`config.mk`:
```
export PLATFORM = sky130hd
export DESIGN_NAME = rob_share_alloc
export DESIGN_NICKNAME = d
export VERILOG_FILES = /design/src/rtl/rob_share_pkg.sv /design/src/rtl/rob_limit_calc.sv /design/src/rtl/rob_occupancy.sv /design/src/rtl/rob_share_alloc.sv
export SDC_FILE = /design/constraint.sdc
export NUM_CORES = 1
export LEC_CHECK = 0
export BUFFER_PORTS_ARGS = -buffer_cell sky130_fd_sc_hd__buf_2
export CAP_MARGIN = 20
export CORE_ASPECT_RATIO = 1.5
export CORE_MARGIN = 2
export CORE_UTILIZATION = 44
export DETAILED_ROUTE_END_ITERATION = 10
export GPL_TIMING_DRIVEN = 0
export HOLD_SLACK_MARGIN = 0.12
export PLACE_DENSITY = 0.61
export SYNTH_ARGS = -nofsm -noshare
export SYNTH_HDL_FRONTEND = slang
export SYNTH_HIERARCHICAL = 1
export SYNTH_SLANG_ARGS = --single-unit
```
`constraint.sdc`:
```
create_clock -name clk -period 15.8 [get_ports clk]
set_input_delay 3.16 -clock clk [delete_from_list [all_inputs] [get_ports clk]]
set_output_delay 3.16 -clock clk [all_outputs]
set_load 0.005 [all_outputs]
```
`src/rtl/rob_share_pkg.sv`:
```
package rob_share_pkg;

  typedef enum logic [1:0] {
    POL_OPEN  = 2'd0,
    POL_EVEN  = 2'd1,
    POL_CAP   = 2'd2,
    POL_SPARE = 2'd3
  } share_pol_e;

  // Integer share of a pool among n takers; n of zero keeps the pool.
  function automatic int share_of(input int pool, input int n);
    return (n <= 0) ? pool : pool / n;
  endfunction

  // Difference that never goes below zero.
  function automatic int floor_sub(input int a, input int b);
    return (a > b) ? a - b : 0;
  endfunction

  // Limit a value to a ceiling.
  function automatic int ceil_to(input int v, input int top);
    return (v > top) ? top : v;
  endfunction

endpackage

```
`src/rtl/rob_limit_calc.sv`:
```
module rob_limit_calc
  import rob_share_pkg::*;
#(
  parameter int NT  = 4,
  parameter int CAP = 32,
  parameter int CW  = 6
) (
  input  logic                   clk,
  input  logic                   rst_n,
  input  share_pol_e             pol,
  input  logic [CW-1:0]          thr,
  input  logic [NT-1:0]          act,
  output logic [NT-1:0][CW-1:0]  limit
);

  localparam int NW = $clog2(NT + 1);

  // even_share[k] : share when k threads run; k = 0 gives the idle split
  logic [CW-1:0] even_share [NT+1];
  for (genvar k = 0; k <= NT; k++) begin : g_share
    assign even_share[k] = CW'(share_of(CAP, (k == 0) ? NT : k));
  end

  logic [NW-1:0] n_act;
  logic [CW-1:0] thr_cl;

  always_comb begin
    n_act = '0;
    for (int i = 0; i < NT; i++) n_act = n_act + NW'(act[i]);
    thr_cl = CW'(ceil_to(int'(thr), CAP));
  end

  for (genvar t = 0; t < NT; t++) begin : g_lim
    always_comb begin
      unique case (pol)
        POL_EVEN: limit[t] = act[t] ? even_share[n_act] : even_share[0];
        POL_CAP:  limit[t] = (n_act == NW'(1) && act[t]) ? CW'(CAP) : thr_cl;
        default:  limit[t] = CW'(CAP);
      endcase
    end

    // no rule ever grants a thread more than the whole buffer
    a_r4_limit_within_cap: assert property (@(posedge clk) disable iff (!rst_n)
      int'(limit[t]) <= CAP);
  end

  // the active threads' shares under even split fit in the buffer
  int act_sum;
  always_comb begin
    act_sum = 0;
    for (int i = 0; i < NT; i++) if (act[i]) act_sum += int'(limit[i]);
  end
  a_r3_even_fits: assert property (@(posedge clk) disable iff (!rst_n)
    pol == POL_EVEN |-> act_sum <= CAP);

endmodule

```
`src/rtl/rob_occupancy.sv`:
```
module rob_occupancy #(
  parameter int NT  = 4,
  parameter int CAP = 32,
  parameter int CW  = 6,
  parameter int TW  = 2
) (
  input  logic                   clk,
  input  logic                   rst_n,
  input  logic                   alloc_go,
  input  logic [TW-1:0]          alloc_tid,
  input  logic                   retire_req,
  input  logic [TW-1:0]          retire_tid,
  output logic [NT-1:0][CW-1:0]  cnt,
  output logic [CW-1:0]          total
);

  logic [NT-1:0] inc_hit;
  logic [NT-1:0] dec_hit;

  for (genvar t = 0; t < NT; t++) begin : g_cnt
    assign inc_hit[t] = alloc_go && (alloc_tid == TW'(t));
    assign dec_hit[t] = retire_req && (retire_tid == TW'(t)) && (cnt[t] != '0);

    always_ff @(posedge clk) begin
      if (!rst_n)                      cnt[t] <= '0;
      else if (inc_hit[t] && !dec_hit[t]) cnt[t] <= cnt[t] + 1'b1;
      else if (dec_hit[t] && !inc_hit[t]) cnt[t] <= cnt[t] - 1'b1;
    end

    // lone allocation raises the count by one
    a_r7_count_up: assert property (@(posedge clk) disable iff (!rst_n)
      inc_hit[t] && !(retire_req && retire_tid == TW'(t)) |=> cnt[t] == $past(cnt[t]) + 1'b1);
    // lone retirement lowers a nonzero count by one
    a_r7_count_down: assert property (@(posedge clk) disable iff (!rst_n)
      !inc_hit[t] && retire_req && retire_tid == TW'(t) && cnt[t] != '0
      |=> cnt[t] == $past(cnt[t]) - 1'b1);
    // paired allocation and retirement leave the count alone
    a_r9_pair_hold: assert property (@(posedge clk) disable iff (!rst_n)
      inc_hit[t] && retire_req && retire_tid == TW'(t) && cnt[t] != '0 |=> $stable(cnt[t]));
    // retiring from an empty thread does nothing
    a_r10_floor: assert property (@(posedge clk) disable iff (!rst_n)
      !inc_hit[t] && cnt[t] == '0 |=> cnt[t] == '0);
  end

  logic any_dec;
  assign any_dec = |dec_hit;

  always_ff @(posedge clk) begin
    if (!rst_n)                 total <= '0;
    else if (alloc_go && !any_dec) total <= total + 1'b1;
    else if (any_dec && !alloc_go) total <= total - 1'b1;
  end

  // the running total agrees with the per-thread counters
  int cnt_sum;
  always_comb begin
    cnt_sum = 0;
    for (int i = 0; i < NT; i++) cnt_sum += int'(cnt[i]);
  end
  a_r6_total_is_sum: assert property (@(posedge clk) disable iff (!rst_n)
    int'(total) == cnt_sum);

endmodule

```
`src/rtl/rob_share_alloc.sv`:
```
module rob_share_alloc
  import rob_share_pkg::*;
#(
  parameter int NUM_THREADS = 4,
  parameter int CAPACITY    = 32,
  localparam int CW = $clog2(CAPACITY + 1),
  localparam int TW = (NUM_THREADS > 1) ? $clog2(NUM_THREADS) : 1
) (
  input  logic                      clk,
  input  logic                      rst_n,
  input  logic                      alloc_valid,
  input  logic [TW-1:0]             alloc_tid,
  input  logic                      retire_valid,
  input  logic [TW-1:0]             retire_tid,
  input  logic [NUM_THREADS-1:0]    active_mask,
  input  logic [1:0]                policy,
  input  logic [CW-1:0]             threshold,
  output logic [NUM_THREADS*CW-1:0] thread_free,
  output logic [CW-1:0]             global_free,
  output logic [NUM_THREADS-1:0]    thread_stall
);

  localparam int NT = NUM_THREADS;

  share_pol_e            pol;
  logic [NT-1:0][CW-1:0] limit;
  logic [NT-1:0][CW-1:0] cnt;
  logic [CW-1:0]         total;
  logic [NT-1:0][CW-1:0] free_v;
  logic                  sel_stall;
  logic                  tid_hit;
  logic                  alloc_go;

  assign pol = share_pol_e'(policy);

  rob_limit_calc #(.NT(NT), .CAP(CAPACITY), .CW(CW)) u_limit (
    .clk   (clk),
    .rst_n (rst_n),
    .pol   (pol),
    .thr   (threshold),
    .act   (active_mask),
    .limit (limit)
  );

  rob_occupancy #(.NT(NT), .CAP(CAPACITY), .CW(CW), .TW(TW)) u_occ (
    .clk        (clk),
    .rst_n      (rst_n),
    .alloc_go   (alloc_go),
    .alloc_tid  (alloc_tid),
    .retire_req (retire_valid),
    .retire_tid (retire_tid),
    .cnt        (cnt),
    .total      (total)
  );

  assign global_free = CW'(CAPACITY) - total;

  for (genvar t = 0; t < NT; t++) begin : g_out
    assign free_v[t]                 = CW'(floor_sub(int'(limit[t]), int'(cnt[t])));
    assign thread_free[t*CW +: CW]   = free_v[t];
    assign thread_stall[t]           = (free_v[t] == '0) || (global_free == '0);

    // free room never exceeds the thread's limit
    a_r5_free_le_limit: assert property (@(posedge clk) disable iff (!rst_n)
      free_v[t] <= limit[t]);
    // a refused allocation leaves the thread's count where it was
    a_r8_stalled_drop: assert property (@(posedge clk) disable iff (!rst_n)
      alloc_valid && alloc_tid == TW'(t) && thread_stall[t] &&
      !(retire_valid && retire_tid == TW'(t)) |=> $stable(cnt[t]));
  end

  always_comb begin
    sel_stall = 1'b1;
    tid_hit   = 1'b0;
    for (int t = 0; t < NT; t++) begin
      if (alloc_tid == TW'(t)) begin
        sel_stall = thread_stall[t];
        tid_hit   = 1'b1;
      end
    end
  end

  assign alloc_go = alloc_valid && tid_hit && !sel_stall;

  // occupancy never passes the buffer size
  a_r6_never_over: assert property (@(posedge clk) disable iff (!rst_n)
    int'(total) <= CAPACITY);

endmodule

```
Word level (Yosys, flattened, before mapping)
Memory sizes are Yosys's and may differ from the RTL's.
Index checks and enable logic that the tools add are counted.
Word-level totals
  flip-flop bits (word level): 30
  bits in latches: 0
  RAM bits: 0
  memory bits (read-only): 48
  input bits: 20
  output and inout bits: 34
  word-level logic and storage cells: 137
  memories: 1
Cells by class
  add/subtract/negate cells: 18
  multipliers: 0
  divide/modulo/power cells: 0
  $lt $le $gt $ge: 6
  equal/unequal tests: 9
  shifts and indexed selects: 0
  muxes and demuxes: 37
  bitwise logic cells: 1
  reductions and logical operators: 60
Memories
  (name not given): words 8, width 6, rd ports 1, clocked after memory_dff 0, wr ports 0, RTL line rob_limit_calc.sv:36  | POL_EVEN: limit[t] = act[t] ? even_share[n_act] : even_share[0];
Operators with widths (count)
  $mux W6: 25
  $pmux W6 S2: 4
  $add A6 B1 Y6 const B: 5
  $logic_not A6 Y1: 5
  $sub A6 B1 Y6 const B: 5
  $logic_and A1 B1 Y1: 28
  $gt A6 B6 Y1: 4
  $reduce_bool A6 Y1: 4
  $sub A6 B6 Y6: 4
  $logic_not A1 Y1: 11
  $eq A2 B2 Y1 const B: 5
  $reduce_bool A2 Y1: 5
  $mux W1: 8
  $add A3 B1 Y3: 2
  $eq A2 B1 Y1 const B: 3
  $gt A6 B6 Y1 const B: 1
  $sub A6 B6 Y6 const A: 1
  $ge A4 B4 Y1 const B: 1
  $logic_not A2 Y1: 2
  $logic_or A1 B1 Y1: 4
  $not A3 Y4: 1
  $reduce_or A4 Y1: 1
  $eq A3 B1 Y1 const B: 1
  $add A1 B1 Y2: 1

Longest topological paths before layout
Gate-level depths: netlist of the first run.
  depth in word-level cells: 24
  depth in mapped cells: 30

Modules after synthesis
Netlist of the first run, hierarchy kept.
Modules (own cells, without submodules)
  rob_occupancy: instances 1, cells each 259, area an instance 2258.4 µm², seq. area each 600.6 µm²
  rob_share_alloc: instances 1, cells each 220, area an instance 1497.7 µm², seq. area each 0.0 µm²
  rob_limit_calc: instances 1, cells each 69, area an instance 494.2 µm², seq. area each 0.0 µm²

Least setup slack after synthesis of the first run
Ideal clock, no wire load.
  path type: in2out
  start point: in active_mask[0]
  end point: out thread_stall[1]
  arrival: 6.617 ns
  required time: 12.640 ns
  path slack: 6.023 ns
  stages on the path: 21
  path through: inv_1 -> fa_1 -> inv_1 -> ha_1 -> ha_1 -> inv_1 -> ha_1 -> inv_1 -> nor2_1 -> a21oi_1 -> inv_1 -> ha_1 -> inv_1 -> fa_1 -> a211o_1 -> nand3_1 -> nand2b_1 -> a21oi_1 -> o21bai_1 -> a21oi_1 -> nand2_1
RTL lines
  start, declared: RTL line rob_share_alloc.sv:15  | input logic [NUM_THREADS-1:0] active_mask,
  end, declared: RTL line rob_share_alloc.sv:20  | output logic [NUM_THREADS-1:0] thread_stall

==> flow_summary.toml, run 1 <==
[timing]
setup_viol = 0
slew_violations = 0
slew-limit-headroom = 0.531
rsz0062_at_grt = "false"
fin_skew_ps = 4.16
fmax_mhz = 94.4
worst_slew_pin_slew_ps = 703
fin_tns_setup_ps = 0
fin_crit_sh = 0.670
min_period_ps = 10590
whs_ps = 501
setup_ws_ps = 5210
hold_viol = 0

[synth]
syn_area_per_cell_um2 = 7.76
ys_types = 69
seq_area_frac_synth = 0.141
synth_edf_count = 0
ys_warn_count = 6
synth_nets = 635
ys_dominant_reg_cell = "dfxtp_1"
ys_ff_latch = 30
synth_area_um2 = 4250
synthArstFlopShare = 0
synthesis.instances = 548

[critical_path]
worst-endpoint-arrival_ps = 7430
end_kind = "output port"
path_class = "input pin to output port"
worst_setup_path_start_kind = "input pin"
cp_max_fo = 8
r2r_start = "u_occ/cnt[6]"
worstPathRequired_ps = 12640
worstSetupStartpoint = "active_mask[0]"

[die]
die_h_um = 124
io_pins = 54
core_area_um2 = 9310
dieArea_um2 = 10500
fp.dieW_um = 84.3
start_util = 0.457
fp-row-count = 43

[grt]
overflow = 0
grt_start_max_net_pins = 11
grt_pass1_wl_um = 18600
antenna_found_initial = 0
grt_pass1_vias = 3921
grt.total_usage = 0.214

[routing]
antenna_left = 0
vias = 4074
drt-pass1-iter-count = 5
routed_wl_um = 11000
drt_iter0_drc = 190
wl_per_cell_um = 15.2
drc = 0
via_per_inst = 5.67

[status]
status = "finished clean"

[final_layout]
diodes = 0
layout.cells.most_common = "inv_1"
final_cell_mix = "inv_1, nor2_1, ha_1"
fill_cells = 949
syn_to_final_growth_pct = 12.8
drive_above_1_share = 0.157
nets = 695

[power_and_ir_drop]
powerDensity_nw_per_um2 = 255
ir_drop_mv = 0.149
p_leak_nw = 2.17

[placed_design]
hpwl_um = 8950
routabilityCongestion = 0.895
place_ws_ps = 5240
port_buffers = 53

[clock_network]
cts_tree = "built"
cts_made_buffers = 5
clockBufferDepth = 2
postCtsSetupRepairBufs = 0
clk_latency_ps = 270
cts_htree_levels = 2
hold_buffers = 0
clkSinkCount = 30
cts-root-buf = "clkbuf_16"
cts-resized-gates = 0
clkSlewWorstSetupHoldPaths_ps = 50

[flow_run]
drv_cap = 0

[worst_hold_path]
worstHoldStart = "u_occ/cnt[23]"
min_path_type = "flip-flop to flip-flop"
[Yosys cell counts (all sizes together) (2+ instances only)]
| cell type | n | share of area |
|---|---|---|
| a211o | 5 | 0.010 |
| a211oi | 13 | 0.023 |
| a21boi | 3 | 0.0062 |
| a21o | 12 | 0.021 |
| a21oi | 27 | 0.032 |
| a221o | 2 | 0.0047 |
| a22o | 8 | 0.019 |
| a311oi | 4 | 0.0097 |
| a31oi | 3 | 0.0044 |
| and2 | 10 | 0.015 |
| and3 | 2 | 0.0029 |
| and3b | 4 | 0.010 |
| and4 | 3 | 0.0062 |
| and4b | 3 | 0.0071 |
| buf | 3 | 0.0035 |
| clkbuf | 7 | 0.0065 |
| dfxtp | 30 | 0.14 |
| fa | 10 | 0.047 |
| ha | 57 | 0.17 |
| inv | 65 | 0.057 |
| mux2i | 10 | 0.024 |
| nand2 | 38 | 0.034 |
| nand2b | 8 | 0.012 |
| nand3 | 12 | 0.014 |
| nand3b | 10 | 0.018 |
| nand4 | 6 | 0.0088 |
| nor2 | 58 | 0.051 |
| nor2b | 11 | 0.017 |
| nor3 | 6 | 0.0071 |
| nor3b | 4 | 0.0071 |
| nor4 | 9 | 0.013 |
| o2111a | 2 | 0.0053 |
| o211ai | 4 | 0.010 |
| o21a | 4 | 0.0074 |
| o21ai | 18 | 0.021 |
| o21bai | 2 | 0.0035 |
| o22ai | 2 | 0.0029 |
| o311ai | 2 | 0.0077 |
| o31ai | 14 | 0.027 |
| or2 | 7 | 0.011 |
| or3 | 5 | 0.0074 |
| or4 | 5 | 0.0097 |
| xnor2 | 12 | 0.025 |
| xor2 | 17 | 0.035 |
[per-layer routing]
layer	up-vias	GRT usage	routed length [um]	share of wire
met3	19	0.0239	395	0.036
met2	82	0.383	5510	0.50
met5	-	0	0	0
met4	0	0.0674	277	0.025
li1	2091	-	-	-
met1	1882	0.263	4780	0.44
[metrics by stage]
step / total power [mW] / std cells / utilization / instance area, um^2
3_5_place_dp: 1.13 / 713 / 0.500 / 4660
2_1_floorplan: 0.874 / 548 / - / 4250
5_1_grt: 1.37 / 719 / 0.515 / 4790
3_3_place_gp: 1.11 / 713 / 0.500 / 4660
4_1_cts: 1.23 / 719 / 0.515 / 4790
6_report: 1.22 / 719 / 0.515 / 4790
[layout make-up]
cell class,instances,area (um^2),area share
multi-input cells,443,3360,0.701
flip-flops and latches,30,601,0.125
repair buffers,53,265,0.0553
inverters,65,244,0.0509
well taps,112,140,0.0292
clock buffers,6,139,0.0290
plain buffers,10,42.5,0.00887
[cell families after synthesis]
logic type	synth area share
adder cells (fa/ha/maj)	0.215
buffers and inverters	0.0674
flip-flops	0.141
XOR/XNOR	0.0598
AND/OR/NAND/NOR	0.259
AO/OA/AOI/OAI	0.234
multiplexers	0.0236
[critical path, stage by stage]
cell and delay [ps]:
buf_2 140, inv_1 90, fa_1 530, inv_1 40, ha_1 170, ha_1 310
inv_1 70, ha_1 230, inv_1 90, nor2_1 400, a21oi_1 160, inv_1 80
ha_1 130, inv_1 60, fa_1 390, a211o_1 290, nand3_1 130, nand2b_1 70
a21oi_1 230, o21bai_1 270, a21oi_1 180, nand2_1 110, buf_2 110
[registers in the layout (all words and copies together), names as in the netlist]
signal / flops
u_occ/total: 6
u_occ/cnt: 24
[power by group]
group          internal [mW]  switching (mW)  total (mW)  leakage (nW)
Combinational          0.442           0.532       0.973          1.86
Clock                 0.0606          0.0302      0.0909        0.0688
Sequential             0.110          0.0485       0.159         0.245
Total                  0.612           0.610        1.22          2.17
[path summary, 6_finish.rpt]
check / cells past startpoint / slack [ps] / to
setup / recovery: 23 / 5210 / thread_stall[1]
hold / removal: 2 / 500 / u_occ/cnt[23]
setup reg to reg: 18 / 11190 / u_occ/cnt[17]
hold reg to reg: 2 / 500 / u_occ/cnt[23]
No activity file was read; power rests on OpenSTA's default activity.
==> inputs of run 2 (changes only) <==
--- a/config.mk
+++ b/config.mk
@@ -13,7 +13,7 @@
 export DETAILED_ROUTE_END_ITERATION = 10
 export GPL_TIMING_DRIVEN = 0
 export HOLD_SLACK_MARGIN = 0.12
-export PLACE_DENSITY = 0.61
+export PLACE_DENSITY = 0.64
 export SYNTH_ARGS = -nofsm -noshare
 export SYNTH_HDL_FRONTEND = slang
 export SYNTH_HIERARCHICAL = 1
==> constraint.sdc (replaced) <==
create_clock -name clk -period 9.7 [get_ports clk]
set_input_delay 1.94 -clock clk [delete_from_list [all_inputs] [get_ports clk]]
set_output_delay 1.94 -clock clk [all_outputs]
set_load 0.005 [all_outputs]
==> run 2 against run 1 <==
Net effect:
- total power increased by 64%
- largest cell class unchanged
- worst setup slack got worse by 3600 ps
- sequential power increased by 62%
- design area increased by 0.18%
- sequential cell count unchanged
- worst hold slack got worse by 6.8 ps
- wire length increased by 0.78%
- first-iteration DRC count increased by 7.9%
- non-clock buffer count unchanged
- die area unchanged
==> flow_summary.toml, run 2 (synthesis gave the netlist of run 1 again) <==
[timing]
fmax_mhz = 123
fin_tns_setup_ps = 0
rsz0062_at_grt = "false"
hold_viol = 0
setup_viol = 0
min_period_ps = 8120
slew-limit-headroom = 0.529
slew_violations = 0
fin_crit_sh = 0.837
worst_slew_pin_slew_ps = 702
fin_skew_ps = 3.08

[critical_path]
path_class = "input pin to output port"
cp_max_fo = 8
worst_setup_path_start_kind = "input pin"
worstPathRequired_ps = 7760
worst-endpoint-arrival_ps = 6180
end_kind = "output port"

[final_layout]
largest_register_ffs = 24
drive_above_1_share = 0.158
finalInstanceArea_um2 = 4800
diodes = 0
final_cell_mix = "inv_1, nor2_1, ha_1"
layout.cells.most_common = "inv_1"
syn_to_final_growth_pct = 13.0
nets = 695
largestRegisters = "u_occ/cnt (24), u_occ/total (6)"
regMostFlops = "u_occ/cnt"

[die]
core_area_um2 = 9310
die_h_um = 124
fp-row-count = 43
io_pins = 54
dieArea_um2 = 10500
start_util = 0.457
fp.dieW_um = 84.3

[placed_design]
hpwl_um = 9120
dpl_cell_area_um2 = 4660
routabilityCongestion = 0.879
port_buffers = 53

[routing]
routed_wl_um = 11000
drt_iter0_drc = 205
antenna_left = 0
vias = 4141
drt-pass1-iter-count = 5
drc = 0
wl_per_cell_um = 15.3
via_per_inst = 5.74

[clock_network]
cts-resized-gates = 0
cts_tree = "built"
clockBufferDepth = 2
clk_latency_ps = 280
cts_htree_levels = 2
clkSinkCount = 30
postCtsSetupRepairBufs = 0
clkSlewWorstSetupHoldPaths_ps = 50
hold_buffers = 0
cts_made_buffers = 5
cts-root-buf = "clkbuf_16"

[power_and_ir_drop]
seq_power_share = 0.129
p_leak_nw = 2.18
clock_power_share = 0.078
share_comb_of_total_power = 0.794
switching_share = 0.502
p_switching_mw = 1.01
intPower_mw = 1.00
powerDensity_nw_per_um2 = 418
ir_drop_mv = 0.237

[grt]
grt.total_usage = 0.219
grt_pass1_wl_um = 19100
antenna_found_initial = 0
grt_start_max_net_pins = 11
grt_pass1_vias = 4152
overflow = 0

[status]
status = "finished clean"

[worst_hold_path]
min_path_type = "flip-flop to flip-flop"

[flow_run]
drv_cap = 0
[run 2: changes by cell type in the layout (fill, tap and decap cells not counted), sizes merged]
cell / delta
clkinv: +1
clkbuf: +1
[run 2: path summary, 6_finish.rpt]
path | startpoint | end | slack (ps) | cells after the start
max reg2reg | u_occ/cnt[12] | u_occ/cnt[23] | 5070 | 18
min | u_occ/cnt[2] | u_occ/cnt[2] | 490 | 2
min reg2reg | u_occ/cnt[2] | u_occ/cnt[2] | 490 | 2
max | active_mask[0] | thread_stall[1] | 1580 | 23
[run 2: power groups by stage]
| stage | logic [mW] | clock network, mW | registers, mW |
|---|---|---|---|
| after detailed placement | 1.58 | 0 | 0.262 |
| after global placement | 1.54 | 0 | 0.258 |
| after global routing | 1.81 | 0.165 | 0.271 |
| final | 1.59 | 0.156 | 0.258 |
| after CTS | 1.59 | 0.161 | 0.259 |
| after floorplan | 1.19 | 0 | 0.238 |
[run 2: metal layers]
layer / GRT usage / vias up / share of wire / routed length, um
li1: - / 2101 / - / -
met1: 0.260 / 1896 / 0.42 / 4650
met2: 0.388 / 118 / 0.50 / 5510
met3: 0.0285 / 26 / 0.050 / 554
met4: 0.0949 / 0 / 0.031 / 337
met5: 0 / - / 0 / 0
[run 2: critical path, stage by stage]
cell	delay, ps
buf_2	140
inv_1	90
fa_1	530
inv_1	40
ha_1	170
ha_1	310
inv_1	70
ha_1	240
inv_1	90
nor2_1	420
a21oi_1	130
inv_1	70
ha_1	130
inv_1	60
fa_1	400
a211o_1	290
nand3_1	140
nand2b_1	70
a21oi_1	220
o21bai_1	260
a21oi_1	160
nand2_1	110
buf_2	110
[run 2: cell type report]
cell class / instances / area [um^2]
Buffer: 10 / 42.5
Clock buffer: 7 / 143
Clock inverter: 1 / 5.00
Fill cell: 933 / 4500
Inverter: 65 / 244
Multi-Input combinational cell: 443 / 3360
Sequential cell: 30 / 601
Tap cell: 112 / 140
Timing Repair Buffer: 53 / 265
[run 2: metrics by stage]
stage          total power [mW]  utilization  hold slack [ps]  std cells  setup WS [ps]
3_5_place_dp               1.84        0.500              491        713           1450
5_1_grt                    2.24        0.516              521        721           1090
2_1_floorplan              1.42            -              456        548           2360
3_3_place_gp               1.80        0.500              479        713           1590
6_report                   2.01        0.516              494        721           1580
4_1_cts                    2.01        0.516              495        721           1640
==> inputs of run 3 (changes only) <==
==> constraint.sdc (replaced) <==
create_clock -name clk -period 7 [get_ports clk]
set_input_delay 1.4 -clock clk [delete_from_list [all_inputs] [get_ports clk]]
set_output_delay 1.4 -clock clk [all_outputs]
set_load 0.005 [all_outputs]
==> run 3 against run 2 <==
Net effect:
- sequential power rose by 45%
- critical path depth increased by 5
- critical path type is now input pin to flip-flop
- total power is 54% higher
- via count grew 1.9%
- non-clock buffer count rose by 8
- count of clock-buffer cells in the layout unchanged
- clock skew grew 0.53 ps
- design area up 8.8%
- critical endpoint is now u_occ/cnt[11]
- sequential cell count is the same
- largest cell class unchanged
- first-iteration DRC count fell by 0.98%
- worst hold slack improved by 1.7 ps
==> flow_summary.toml, run 3 (synthesis gave the netlist of run 1 again) <==
[critical_path]
cp_max_fo = 10
reg2reg_slack_ps = 2710
critPathSlowestCell = "fa_1"
r2r_start = "u_occ/cnt[16]"
r2r-end = "u_occ/cnt[11]"
crit_top_cell = "inv_1"
end_kind = "flip-flop"
worstPathRequired_ps = 7170
critPathBufInv = 8
worst_setup_path_start_kind = "input pin"
cp_num_cells = 28
crit_end = "u_occ/cnt[11]"
worstSetupStartpoint = "active_mask[1]"
cpPeakStageDelay_ps = 500
critPathTopFamily = "compound AO/OA/AOI/OAI gates"
rr_worst_depth = 18
path_class = "input pin to flip-flop"
worst-endpoint-arrival_ps = 6910

[final_layout]
nets = 703
finalInstanceArea_um2 = 5230
multi_input_area_um2 = 3700
syn_to_final_growth_pct = 23.0
layout.cells.most_common = "inv_1"
finish.utilization = 0.562
instances_no_fill = 729
regMostFlops = "u_occ/cnt"
fill_cells = 893
ff_latch_area_um2 = 601
largestRegisters = "u_occ/cnt (24), u_occ/total (6)"
final_cell_mix = "inv_1, nor2_1, buf_2"
drive_above_1_share = 0.256
largest_register_ffs = 24
diodes = 0

[power_and_ir_drop]
totalPowerFinal_mw = 3.09
ir_drop_mv = 0.344
powerDensity_nw_per_um2 = 592
p_leak_nw = 2.27

[routing]
via_per_inst = 5.79
antenna_left = 0
drt_iter0_drc = 203
vias = 4220
drt-pass1-iter-count = 4
routed_wl_um = 11900
drc = 0
wl_per_cell_um = 16.3

[die]
fp.dieW_um = 84.3
core_area_um2 = 9310
io_pins = 54
fp-row-count = 43
die_h_um = 124
start_util = 0.457
dieArea_um2 = 10500

[placed_design]
port_buffers = 53
dpl_cell_area_um2 = 4660
routabilityCongestion = 0.879
place_ws_ps = -707
hpwl_um = 9120
dp.cells = 713

[grt]
antenna_found_initial = 0
grt_start_max_net_pins = 11
grt.total_usage = 0.220
grt_pass1_wl_um = 19100
grt_pass1_vias = 4164
overflow = 0

[timing]
setup_viol = 0
fin_crit_sh = 0.964
fin_skew_ps = 3.61
rsz0062_at_grt = "true"
setup_ws_ps = 254
whs_ps = 496
fmax_mhz = 148
hold_viol = 0
worst_slew_pin_slew_ps = 638
fin_tns_setup_ps = 0
min_period_ps = 6750
slew_violations = 0
slew-limit-headroom = 0.575

[worst_hold_path]
min_path_cells = 2
min_path_type = "flip-flop to flip-flop"

[clock_network]
cts-root-buf = "clkbuf_16"
hold_buffers = 0
cts_made_buffers = 5
cts_htree_levels = 2
clk_latency_ps = 280
clkSinkCount = 30
clockBufferDepth = 2
cts_tree = "built"
clkSlewWorstSetupHoldPaths_ps = 50

[status]
status = "finished clean"

[flow_run]
drv_cap = 0
-- run 3: worst min-delay path by stage --
| stage | endpoint | from |
|---|---|---|
| after floorplan | u_occ/cnt[17] | u_occ/cnt[17] |
| after global placement | u_occ/cnt[11] | u_occ/cnt[11] |
| after detailed placement | u_occ/cnt[2] | u_occ/cnt[2] |
| after CTS | u_occ/cnt[2] | u_occ/cnt[2] |
| after global routing | u_occ/cnt[2] | u_occ/cnt[2] |
| final | u_occ/cnt[2] | u_occ/cnt[2] |
-- run 3: metal layers --
layer	vias up	GRT usage	wire [um]
met2	105	0.392	6100
li1	2105	-	-
met4	0	0.0949	412
met1	1981	0.258	4910
met5	-	0	0
met3	29	0.0285	462
-- run 3: final cells by class --
type / instances / area share
well taps: 112 / 0.0268
flip-flops and latches: 30 / 0.115
repair buffers: 61 / 0.0627
clock inverters: 1 / 0.000958
plain buffers: 10 / 0.00886
clock buffers: 7 / 0.0273
inverters: 65 / 0.0496
multi-input cells: 443 / 0.709
-- run 3: power breakdown --
group          switching (mW)  internal, mW  total (mW)
logic                    1.33          1.17        2.50
registers               0.125         0.248       0.373
clock network          0.0774         0.141       0.218
total                    1.53          1.56        3.09
-- run 3: repair_timing --
item	in CTS	in global routing
pin swaps	1	18
resized for setup	16	64
setup endpoints to repair	15	25
buffers inserted	0	8
-- run 3: worst min-delay path: stages, from the launching register on --
cell	delay, ps
dfxtp_1	330
nand2_1	70
a21oi_1	50
